**src/rtl/pix_ap_pkg.sv**
```systemverilog
// Shared types for the multi-view pixel aperture.
// Assumes four byte lanes per host word, so four pixel banks.
package pix_ap_pkg;

    localparam int LANES = 4;

    // Window codes carried in the top two address bits.
    typedef enum logic [1:0] {
        WIN_FULL  = 2'd0,
        WIN_COLOR = 2'd1,
        WIN_RED8  = 2'd2,
        WIN_NONE  = 2'd3
    } win_e;

    // One stored pixel; packed so that bits 25:0 equal the full-view word.
    typedef struct packed {
        logic [1:0] mode;
        logic [7:0] blu;
        logic [7:0] grn;
        logic [7:0] red;
    } pix_t;

    // Per-field write enables for one bank.
    typedef struct packed {
        logic mode;
        logic blu;
        logic grn;
        logic red;
    } fld_we_t;

endpackage

```
**src/rtl/pix_bank.sv**
```systemverilog
// One pixel bank: a synchronous RAM of pix_t rows with a write enable per field.
// Assumes at most one access per cycle. Storage is not reset; the read register is.
module pix_bank
    import pix_ap_pkg::*;
#(
    parameter int ROW_W = 4,
    localparam int ROWS = 1 << ROW_W
) (
    input  logic             clk,
    input  logic             rst_n,
    input  fld_we_t          we,
    input  logic [ROW_W-1:0] row,
    input  pix_t             wpix,
    input  logic             rd_en,
    output pix_t             rpix
);

    pix_t mem [ROWS];

    // Field-masked write: each plane and the mode bits update on their own enable.
    always_ff @(posedge clk) begin
        if (we.red)  mem[row].red  <= wpix.red;
        if (we.grn)  mem[row].grn  <= wpix.grn;
        if (we.blu)  mem[row].blu  <= wpix.blu;
        if (we.mode) mem[row].mode <= wpix.mode;
    end

    // Registered read of the whole row when enabled.
    always_ff @(posedge clk) begin
        if (!rst_n)     rpix <= '0;
        else if (rd_en) rpix <= mem[row];
    end

endmodule

```
**src/rtl/pix_win_decode.sv**
```systemverilog
// Window decoder: turns an accepted request into a bank row, per-bank read
// enables, per-bank per-field write enables and per-bank write data.
// Also exports the read context (window, lane, range) for the response path.
// Assumes PIX_IDX_W >= 3 so that each bank holds at least two rows.
module pix_win_decode
    import pix_ap_pkg::*;
#(
    parameter int PIX_IDX_W = 6,
    localparam int ROW_W  = PIX_IDX_W - 2,
    localparam int ADDR_W = PIX_IDX_W + 2
) (
    input  logic                   clk,
    input  logic                   rst_n,
    input  logic                   acc,
    input  logic                   write,
    input  logic [ADDR_W-1:0]      addr,
    input  logic [31:0]            wdata,
    input  logic [3:0]             be,
    output logic [ROW_W-1:0]       row,
    output logic [LANES-1:0]       rd_en,
    output fld_we_t [LANES-1:0]    we,
    output pix_t [LANES-1:0]       wpix,
    output win_e                   win,
    output logic [1:0]             lane,
    output logic                   in_range
);

    logic [PIX_IDX_W-1:0] idx;
    logic [LANES-1:0]     we_any;
    logic [5:0]           unused_hi;

    assign win       = win_e'(addr[ADDR_W-1 -: 2]);
    assign idx       = addr[PIX_IDX_W-1:0];
    assign lane      = idx[1:0];
    assign in_range  = (idx[PIX_IDX_W-1 -: 2] == 2'b00);
    assign unused_hi = wdata[31:26];

    // Row select: byte view uses the low word-index bits, pixel views drop the lane bits.
    always_comb begin
        if (win == WIN_RED8) row = idx[ROW_W-1:0];
        else                 row = idx[PIX_IDX_W-1:2];
    end

    // Per-bank enables and data for the selected window.
    always_comb begin
        for (int b = 0; b < LANES; b++) begin
            we[b]        = '0;
            rd_en[b]     = 1'b0;
            wpix[b].mode = wdata[25:24];
            wpix[b].blu  = wdata[23:16];
            wpix[b].grn  = wdata[15:8];
            wpix[b].red  = (win == WIN_RED8) ? wdata[8*b +: 8] : wdata[7:0];
            if (acc) begin
                unique case (win)
                    WIN_FULL: begin
                        if (lane == 2'(b)) begin
                            we[b]    = write ? 4'b1111 : 4'b0000;
                            rd_en[b] = !write;
                        end
                    end
                    WIN_COLOR: begin
                        if (lane == 2'(b)) begin
                            we[b]    = write ? 4'b0111 : 4'b0000;
                            rd_en[b] = !write;
                        end
                    end
                    WIN_RED8: begin
                        if (in_range) begin
                            we[b].red = write && be[b];
                            rd_en[b]  = !write;
                        end
                    end
                    default: ;
                endcase
            end
            we_any[b] = |we[b];
        end
    end

    AST_NONE_NO_WRITE: assert property (@(posedge clk) disable iff (!rst_n)
        (acc && win == WIN_NONE) |-> (we_any == '0 && rd_en == '0));

    AST_COLOR_KEEPS_MODE: assert property (@(posedge clk) disable iff (!rst_n)
        (acc && win == WIN_COLOR) |-> !(we[0].mode || we[1].mode || we[2].mode || we[3].mode));

    AST_RED8_RED_ONLY: assert property (@(posedge clk) disable iff (!rst_n)
        (acc && win == WIN_RED8) |-> !(we[0].grn || we[1].grn || we[2].grn || we[3].grn ||
                                       we[0].blu || we[1].blu || we[2].blu || we[3].blu ||
                                       we[0].mode || we[1].mode || we[2].mode || we[3].mode));

    AST_RED8_RANGE: assert property (@(posedge clk) disable iff (!rst_n)
        (acc && win == WIN_RED8 && !in_range) |-> (we_any == '0 && rd_en == '0));

    AST_ONE_PIXEL: assert property (@(posedge clk) disable iff (!rst_n)
        (acc && (win == WIN_FULL || win == WIN_COLOR)) |-> ($onehot0(we_any) && $onehot0(rd_en)));

endmodule

```
**src/rtl/pix_rd_fmt.sv**
```systemverilog
// Read formatter: shapes the registered bank outputs into the host word of the
// window that issued the read. Purely combinational; drives zero when idle.
// Assumes the context inputs are the registered copies of the request's decode.
module pix_rd_fmt
    import pix_ap_pkg::*;
(
    input  logic               valid,
    input  win_e               win,
    input  logic [1:0]         lane,
    input  logic               in_range,
    input  pix_t [LANES-1:0]   rpix,
    output logic [31:0]        data
);

    pix_t        sel;
    logic [31:0] reds;

    // Pick the bank of a single-pixel read and gather the red planes of all lanes.
    always_comb begin
        sel = rpix[lane];
        for (int b = 0; b < LANES; b++) reds[8*b +: 8] = rpix[b].red;
    end

    // Apply the window's zero-fill.
    always_comb begin
        data = '0;
        if (valid) begin
            unique case (win)
                WIN_FULL:  data = {6'b0, sel};
                WIN_COLOR: data = {8'b0, sel.blu, sel.grn, sel.red};
                WIN_RED8:  data = in_range ? reds : 32'b0;
                default:   data = '0;
            endcase
        end
    end

endmodule

```
**src/rtl/pix_aperture.sv**
```systemverilog
// Multi-view pixel aperture top: a valid/ready host port over a four-bank
// 26-bit pixel store, seen through a full, a colour-only and a red-byte window.
// Assumes one request per cycle; read data is due one cycle after acceptance.
module pix_aperture
    import pix_ap_pkg::*;
#(
    parameter int PIX_IDX_W = 6,
    localparam int ROW_W  = PIX_IDX_W - 2,
    localparam int ADDR_W = PIX_IDX_W + 2
) (
    input  logic              clk,
    input  logic              rst_n,
    input  logic              req_valid,
    output logic              req_ready,
    input  logic              req_write,
    input  logic [ADDR_W-1:0] req_addr,
    input  logic [31:0]       req_wdata,
    input  logic [3:0]        req_be,
    output logic              rsp_valid,
    output logic [31:0]       rsp_data
);

    logic               ready_q;
    logic               acc;
    logic               rd_acc;
    logic [ROW_W-1:0]   row;
    logic [LANES-1:0]   bank_rd;
    fld_we_t [LANES-1:0] bank_we;
    pix_t [LANES-1:0]   bank_wpix;
    pix_t [LANES-1:0]   bank_rpix;
    win_e               dec_win;
    logic [1:0]         dec_lane;
    logic               dec_inr;
    logic               rsp_v_q;
    win_e               win_q;
    logic [1:0]         lane_q;
    logic               inr_q;

    assign acc       = req_valid && ready_q;
    assign rd_acc    = acc && !req_write;
    assign req_ready = ready_q;
    assign rsp_valid = rsp_v_q;

    // Ready rises on the first edge after reset and then stays high.
    always_ff @(posedge clk) begin
        if (!rst_n) ready_q <= 1'b0;
        else        ready_q <= 1'b1;
    end

    // Hold the read context for the response cycle.
    always_ff @(posedge clk) begin
        if (!rst_n) begin
            rsp_v_q <= 1'b0;
            win_q   <= WIN_NONE;
            lane_q  <= 2'b00;
            inr_q   <= 1'b0;
        end else begin
            rsp_v_q <= rd_acc;
            if (rd_acc) begin
                win_q  <= dec_win;
                lane_q <= dec_lane;
                inr_q  <= dec_inr;
            end
        end
    end

    pix_win_decode #(.PIX_IDX_W(PIX_IDX_W)) u_dec (
        .clk      (clk),
        .rst_n    (rst_n),
        .acc      (acc),
        .write    (req_write),
        .addr     (req_addr),
        .wdata    (req_wdata),
        .be       (req_be),
        .row      (row),
        .rd_en    (bank_rd),
        .we       (bank_we),
        .wpix     (bank_wpix),
        .win      (dec_win),
        .lane     (dec_lane),
        .in_range (dec_inr)
    );

    for (genvar b = 0; b < LANES; b++) begin : g_bank
        pix_bank #(.ROW_W(ROW_W)) u_bank (
            .clk   (clk),
            .rst_n (rst_n),
            .we    (bank_we[b]),
            .row   (row),
            .wpix  (bank_wpix[b]),
            .rd_en (bank_rd[b]),
            .rpix  (bank_rpix[b])
        );
    end

    pix_rd_fmt u_fmt (
        .valid    (rsp_v_q),
        .win      (win_q),
        .lane     (lane_q),
        .in_range (inr_q),
        .rpix     (bank_rpix),
        .data     (rsp_data)
    );

    AST_RSP_AFTER_READ: assert property (@(posedge clk) disable iff (!rst_n)
        rd_acc |=> rsp_valid);

    AST_NO_SPURIOUS_RSP: assert property (@(posedge clk) disable iff (!rst_n)
        !rd_acc |=> !rsp_valid);

    AST_IDLE_DATA_ZERO: assert property (@(posedge clk) disable iff (!rst_n)
        !rsp_valid |-> (rsp_data == 32'b0));

    AST_FULL_HIGH_ZERO: assert property (@(posedge clk) disable iff (!rst_n)
        (rd_acc && dec_win == WIN_FULL) |=> (rsp_data[31:26] == 6'b0));

    AST_COLOR_HIGH_ZERO: assert property (@(posedge clk) disable iff (!rst_n)
        (rd_acc && dec_win == WIN_COLOR) |=> (rsp_data[31:24] == 8'b0));

    AST_NONE_READS_ZERO: assert property (@(posedge clk) disable iff (!rst_n)
        (rd_acc && dec_win == WIN_NONE) |=> (rsp_data == 32'b0));

    AST_RANGE_READS_ZERO: assert property (@(posedge clk) disable iff (!rst_n)
        (rd_acc && dec_win == WIN_RED8 && !dec_inr) |=> (rsp_data == 32'b0));

endmodule

```
**config.mk**
```make
export PLATFORM = sky130hd
export DESIGN_NAME = pix_aperture
export DESIGN_NICKNAME = d
export VERILOG_FILES = /design/src/rtl/pix_ap_pkg.sv /design/src/rtl/pix_bank.sv /design/src/rtl/pix_win_decode.sv /design/src/rtl/pix_rd_fmt.sv /design/src/rtl/pix_aperture.sv
export SDC_FILE = /design/constraint.sdc
export NUM_CORES = 2
export LEC_CHECK = 0
export BUFFER_PORTS_ARGS = -buffer_cell sky130_fd_sc_hd__buf_2
export CORE_UTILIZATION = 56
export CTS_CLUSTER_DIAMETER = 80
export DETAILED_ROUTE_END_ITERATION = 16
export MAX_ROUTING_LAYER = met4
export PLACE_DENSITY = 0.75
export SYNTH_ARGS = -nofsm -noshare
export SYNTH_HDL_FRONTEND = slang
export SYNTH_SLANG_ARGS = --single-unit
```
**constraint.sdc**
```tcl
create_clock -name clk -period 2.65 [get_ports clk]
set_input_delay 0.1325 -clock clk [delete_from_list [all_inputs] [get_ports clk]]
set_output_delay 0.1325 -clock clk [all_outputs]
set_load 0.02 [all_outputs]
```
After elaboration in Yosys (flattened, before gate mapping)
Memories as Yosys holds them, arrays and structs flattened. A register that Yosys moved wholly into a read port is not among the register bits. Cells that the tools add are included.

Bits in writable memories: 1664. Word-level logic and storage cells: 114. Bits of input ports: 48. Output and inout bits: 34. Memories: 4. Bits in registers: 7.

Reductions and logical operators: 16. Eq/ne operators: 7. Muxes and demuxes: 81. Magnitude comparators: 1.

Memory list: g_bank[0].u_bank.mem (words 16, width 26, rd ports 1, clocked after memory_dff 1, wr ports 1, RTL line pix_bank.sv:18) `pix_t mem [ROWS];`; g_bank[1].u_bank.mem (words 16, width 26, rd ports 1, clocked after memory_dff 1, wr ports 1, RTL line pix_bank.sv:18); g_bank[2].u_bank.mem (words 16, width 26, rd ports 1, clocked after memory_dff 1, wr ports 1, RTL line pix_bank.sv:18); g_bank[3].u_bank.mem (words 16, width 26, rd ports 1, clocked after memory_dff 1, wr ports 1, RTL line pix_bank.sv:18).

Operators with widths (count): case mux 32 bit (3 select lines) (1); 2-to-1 mux 32 bit (2); 2-to-1 mux 4 bit (14); binary-select mux 26 bit (select 2 bit) (1); 2-to-1 mux 1 bit (46); 2-to-1 mux 26 bit (1); 2-to-1 mux 8 bit (3); case mux 3 bit (2 select lines) (4); case mux 1 bit (3 select lines) (4); equality test 2 bit (second input constant) (4); zero test 2 bit (4); case mux 1 bit (2 select lines) (4); equality test 2 x 1 -> 1 bit (second input constant) (3); logical AND 1 bit (6); zero test 1 bit (5); less-than comparator 2 x 3 -> 1 bit (second input constant) (1); 2-to-1 mux 3 bit (1); OR reduction 2 bit (1).

Longest topological paths before layout
Word-level depth: 6. Gate-level depth with buffers: 10. Depth with buffers taken out: 6.

By module
Synthesis repeated with hierarchy kept, for this count alone.

Cells, all modules: 4008. Area, all modules: 70595.2 µm².

By module, submodules not included: pix_bank (g_bank[1].u_bank ...) (cells an instance 918, area each 16987.5 µm², instances 3, sequential area each 13012.5 µm²); pix_bank (g_bank[0].u_bank) (cells an instance 911, area each 17000.1 µm², instances 1, sequential area each 13012.5 µm²); pix_win_decode (cells an instance 194, area each 1239.9 µm², instances 1, sequential area each 0.0 µm²); pix_rd_fmt (cells an instance 122, area each 1121.1 µm², instances 1, sequential area each 0.0 µm²); pix_aperture (cells an instance 27, area each 271.5 µm², instances 1, sequential area each 140.1 µm²).

Least setup slack after synthesis
OpenSTA, ideal clock, no wires.

Path kind: input to register. Start point: in req_addr[7]. End point: mem g_bank[0].u_bank.mem[11][10] (netlist bit), enable pin. Library setup time: 0.388 ns. Path buffers: 5. Arrival time: 2.235 ns. Setup slack: 0.026 ns. Data required time: 2.262 ns. Stages: 9. Path through: buf_4 nand2b_1 buf_6 mux2i_1 buf_2 buf_2 nand2_1 clkbuf_1 nor2_1.

Cells in the longest elaborated chain, start to end: 5. Elaborated cells between the ends (all ways): 8.

Ends and longest elaborated chain: start, declared (RTL line pix_aperture.sv:16) `input logic [ADDR_W-1:0] req_addr,`; equality test 2 x 1 -> 1 bit or zero test 2 bit (tied branches) (RTL line pix_win_decode.sv:54) `unique case (win)`; case mux 3 bit (2 select lines) (RTL line pix_win_decode.sv:54); 2-to-1 mux 4 bit (RTL line pix_win_decode.sv:53) `if (acc) begin`; 2-to-1 mux 1 bit (RTL line pix_bank.sv:23) `if (we.grn) mem[row].grn <= wpix.grn;`; 2-to-1 mux 1 bit (implied by the code) (RTL line pix_bank.sv:23); end, declared (RTL line pix_bank.sv:18).

Parallel ways exist; a longest one is shown, timed or not.

Worst setup path in the final report
Start point: reg lane_q[1]. End point: out rsp_data[14].

Cells in the longest elaborated chain, start to end: 4.

Ends and longest elaborated chain: start, declared (RTL line pix_aperture.sv:36) `logic [1:0] lane_q;`; start signal, assigned (RTL line pix_aperture.sv:61) `lane_q <= dec_lane;`; binary-select mux 26 bit (select 2 bit) (RTL line pix_rd_fmt.sv:20) `sel = rpix[lane];`; 2-to-1 mux 26 bit (implied by the code) (RTL line pix_rd_fmt.sv:20); case mux 32 bit (3 select lines) (RTL line pix_rd_fmt.sv:28) `unique case (win)`; 2-to-1 mux 32 bit (RTL line pix_rd_fmt.sv:27) `if (valid) begin`; end, declared (RTL line pix_aperture.sv:20) `output logic [31:0] rsp_data`.

Every way passes these cells. The select of a mux whose other input is x is not followed.

==> impl_metrics.json <==
{
  "synthCells": 4064,
  "drc_errors": 0,
  "final_common_cell": "edfxtp_1",
  "worst_ir_drop_vdd_mv": 0.668,
  "maxSlewViolCount": 0,
  "synthDistinctLibCells": 36,
  "leakage_nw": 24.3,
  "status": "completed",
  "ys_ff_latch": 1775,
  "fill_cells": 7467,
  "grt_antenna_before_repair": 10,
  "final_cells": 6075,
  "grt_pass1_wl_mm": 271,
  "fin_crit_sh": 0.996,
  "root_buffer": "clkbuf_16",
  "gp_congestion": 0.932,
  "vias": 41100,
  "syn-num-nets": 4112,
  "setup.worst_path.end_class": "primary output",
  "die_width_um": 345,
  "via_per_inst": 6.77,
  "wl_mm": 187,
  "synth_top_area_share": 0.756,
  "max-slew-margin-rel": 0.509,
  "die_height_um": 345,
  "yosysTopAreaCell": "edfxtp_1",
  "max_cap_violations": 0,
  "htreeDepth": 4,
  "gr-usage-all-layers": 0.320,
  "worst_setup_path_start_kind": "flop",
  "detail_route.wl_per_cell_um": 30.7,
  "avgSynthCellArea_um2": 16.3,
  "port_buffers": 81,
  "initial_core_util": 0.567,
  "multiInputGateArea_mm2": 0.0126,
  "synthTopCellsByArea": "edfxtp_1 (76%), a22oi_1 (9.5%), a21oi_1 (4.0%), dfxtp_1 (3.4%), nor2_1 (1.1%)",
  "skew_ns": 0.0383,
  "grt_max_degree": 99,
  "cp_max_fo": 9,
  "rows": 125,
  "synth_edf_count": 1664,
  "core_region_area_mm2": 0.117,
  "layout-drive-gt1-share": 0.162,
  "crit_arrival_ns": 2.51,
  "cts.clk_slew.worst_paths_ns": 0.06,
  "grt.overflow.total": 0,
  "cts_sinks": 1775,
  "worstPathRequired_ns": 2.52,
  "dp_hpwl_mm": 113,
  "tightestPinTransition_ns": 0.721,
  "max_freq_mhz": 379,
  "dieArea_mm2": 0.119,
  "finalHoldViolCount": 0,
  "period_minus_slack_ns": 2.64,
  "layout.nets": 4441,
  "first_global_vias": 39900,
  "ys_warn_count": 0,
  "seq_area_mm2": 0.0522,
  "critPathKind": "flop to primary output",
  "powerDensity_mw_per_mm2": 759,
  "rrSetupSlack_ns": 0.17,
  "setup_viol_count_final": 0,
  "dpl.cell_count": 5702,
  "fin_tns_setup_ns": 0,
  "clock_path_buffers": 3,
  "cts_tree": "yes",
  "drt_pass1_iterations": 6,
  "drt-initial-drc-count": 6877,
  "numCtsBuffers": 172,
  "drtAntennaViolNets": 0,
  "ys_seq_area_frac": 0.790,
  "ys_async_sr_fraction": 0,
  "area_growth_pct": 16.4,
  "ios": 82,
  "netlist_area_mm2": 0.0661,
  "synth_ff_type": "edfxtp_1",
  "holdCritPathClass": "input pin to flop",
  "mostFrequentLayoutCells": "edfxtp_1 (1,664), a22oi_1 (832), a21oi_1 (522)",
  "clkLatencyLatePin_ns": 0.82
}
[power breakdown]
group	switching [mW]	internal, mW
registers	0.0519	30.7
logic	2.39	1.05
clock network	10.5	13.6
[metal layers]
| layer | share of wire | global-route usage | vias up | routed length (um) |
|---|---|---|---|---|
| met5 | 0 | - | - | 0 |
| met4 | 0.049 | 0.142 | 0 | 9130 |
| met2 | 0.46 | 0.473 | 3027 | 86000 |
| met3 | 0.13 | 0.0896 | 447 | 24800 |
| li1 | - | - | 17200 | - |
| met1 | 0.36 | 0.416 | 20500 | 66600 |
[per-stage QoR]
| stage | total power, mW | cell area [um2] | setup WS [ns] | hold WS (ns) | utilization |
|---|---|---|---|---|---|
| 3_5_place_dp | 34.6 | 70700 | 0.0339 | 0.500 | 0.607 |
| 2_1_floorplan | 33.0 | 66100 | 0.0263 | 0.160 | - |
| 4_1_cts | 58.3 | 76700 | 0.000288 | 0.00780 | 0.658 |
| 5_1_grt | 59.6 | 76900 | -0.000920 | 0.0412 | 0.660 |
| 3_3_place_gp | 34.6 | 70700 | 0.0467 | 0.505 | 0.607 |
| 6_report | 58.3 | 76900 | 0.00995 | 0.0252 | 0.660 |
[flip-flops by register name (all words and copies together), names as in the netlist]
signal              cells
g_bank.u_bank.mem    1664
g_bank.u_bank.rpix    104
lane_q                  2
win_q                   2
inr_q                   1
req_ready               1
rsp_valid               1
[path summary, 6_finish.rpt]
path,startpoint,endpoint,cells after the start
worst max-delay path,lane_q[1],rsp_data[14],4
worst max register to register,req_ready,lane_q[0],6
worst min register to register,g_bank[2].u_bank.rpix[25],g_bank[2].u_bank.rpix[25],2
worst min-delay path,req_wdata[24],g_bank[0].u_bank.mem[3][24],2
[logic make-up (layout without fill, tap and decap cells)]
group	count (synthesis)	after routing	share of synthesized area
flip-flops	1775	1775	0.790
AO/OA/AOI/OAI	1509	1509	0.148
AND/OR/NAND/NOR	436	436	0.0305
buffers and inverters	316	789	0.0223
multiplexers	28	28	0.00924
other	0	14	0
[worst max-delay path: stages, from the launching register on]
cell and delay [ns]:
dfxtp_4 0.44, buf_16 0.18, mux4_2 0.61, a22o_1 0.28, buf_2 0.19
[cells in the mapped netlist (all sizes together), types with 2 or more instances]
master,number
nand4bb,2
a22oi,832
a21boi,6
nor4,104
nand2b,7
nor2b,6
buf,151
nor2,199
dfxtp,111
nand3b,3
nand3,9
and3,2
o21a,3
clkbuf,164
and2,7
a22o,26
mux4,26
o21ai,114
or2,4
a21oi,526
edfxtp,1664
nand2,91
[cell type report]
| cell class | instances | share of cell area |
|---|---|---|
| sequential | 1775 | 0.679 |
| multi-input combinational | 1973 | 0.164 |
| clock buffer | 249 | 0.0632 |
| timing repair buffer | 470 | 0.0592 |
| tap | 1524 | 0.0248 |
| clock inverter | 69 | 0.00977 |
| antenna | 14 | 0.000456 |
| inverter | 1 | 0.0000488 |
[what timing repair did]
| action | CTS | global route |
|---|---|---|
| buffers inserted | 1 | 3 |
| resized for setup | 6 | 12 |
| endpoints found under the hold margin | 397 | 0 |
| cloned | 1 | 1 |
| pin swaps | 2 | 2 |
| hold buffers | 35 | 0 |
| endpoints found under the setup margin | 24 | 14 |
No activity file was read; power rests on OpenSTA's default activity.
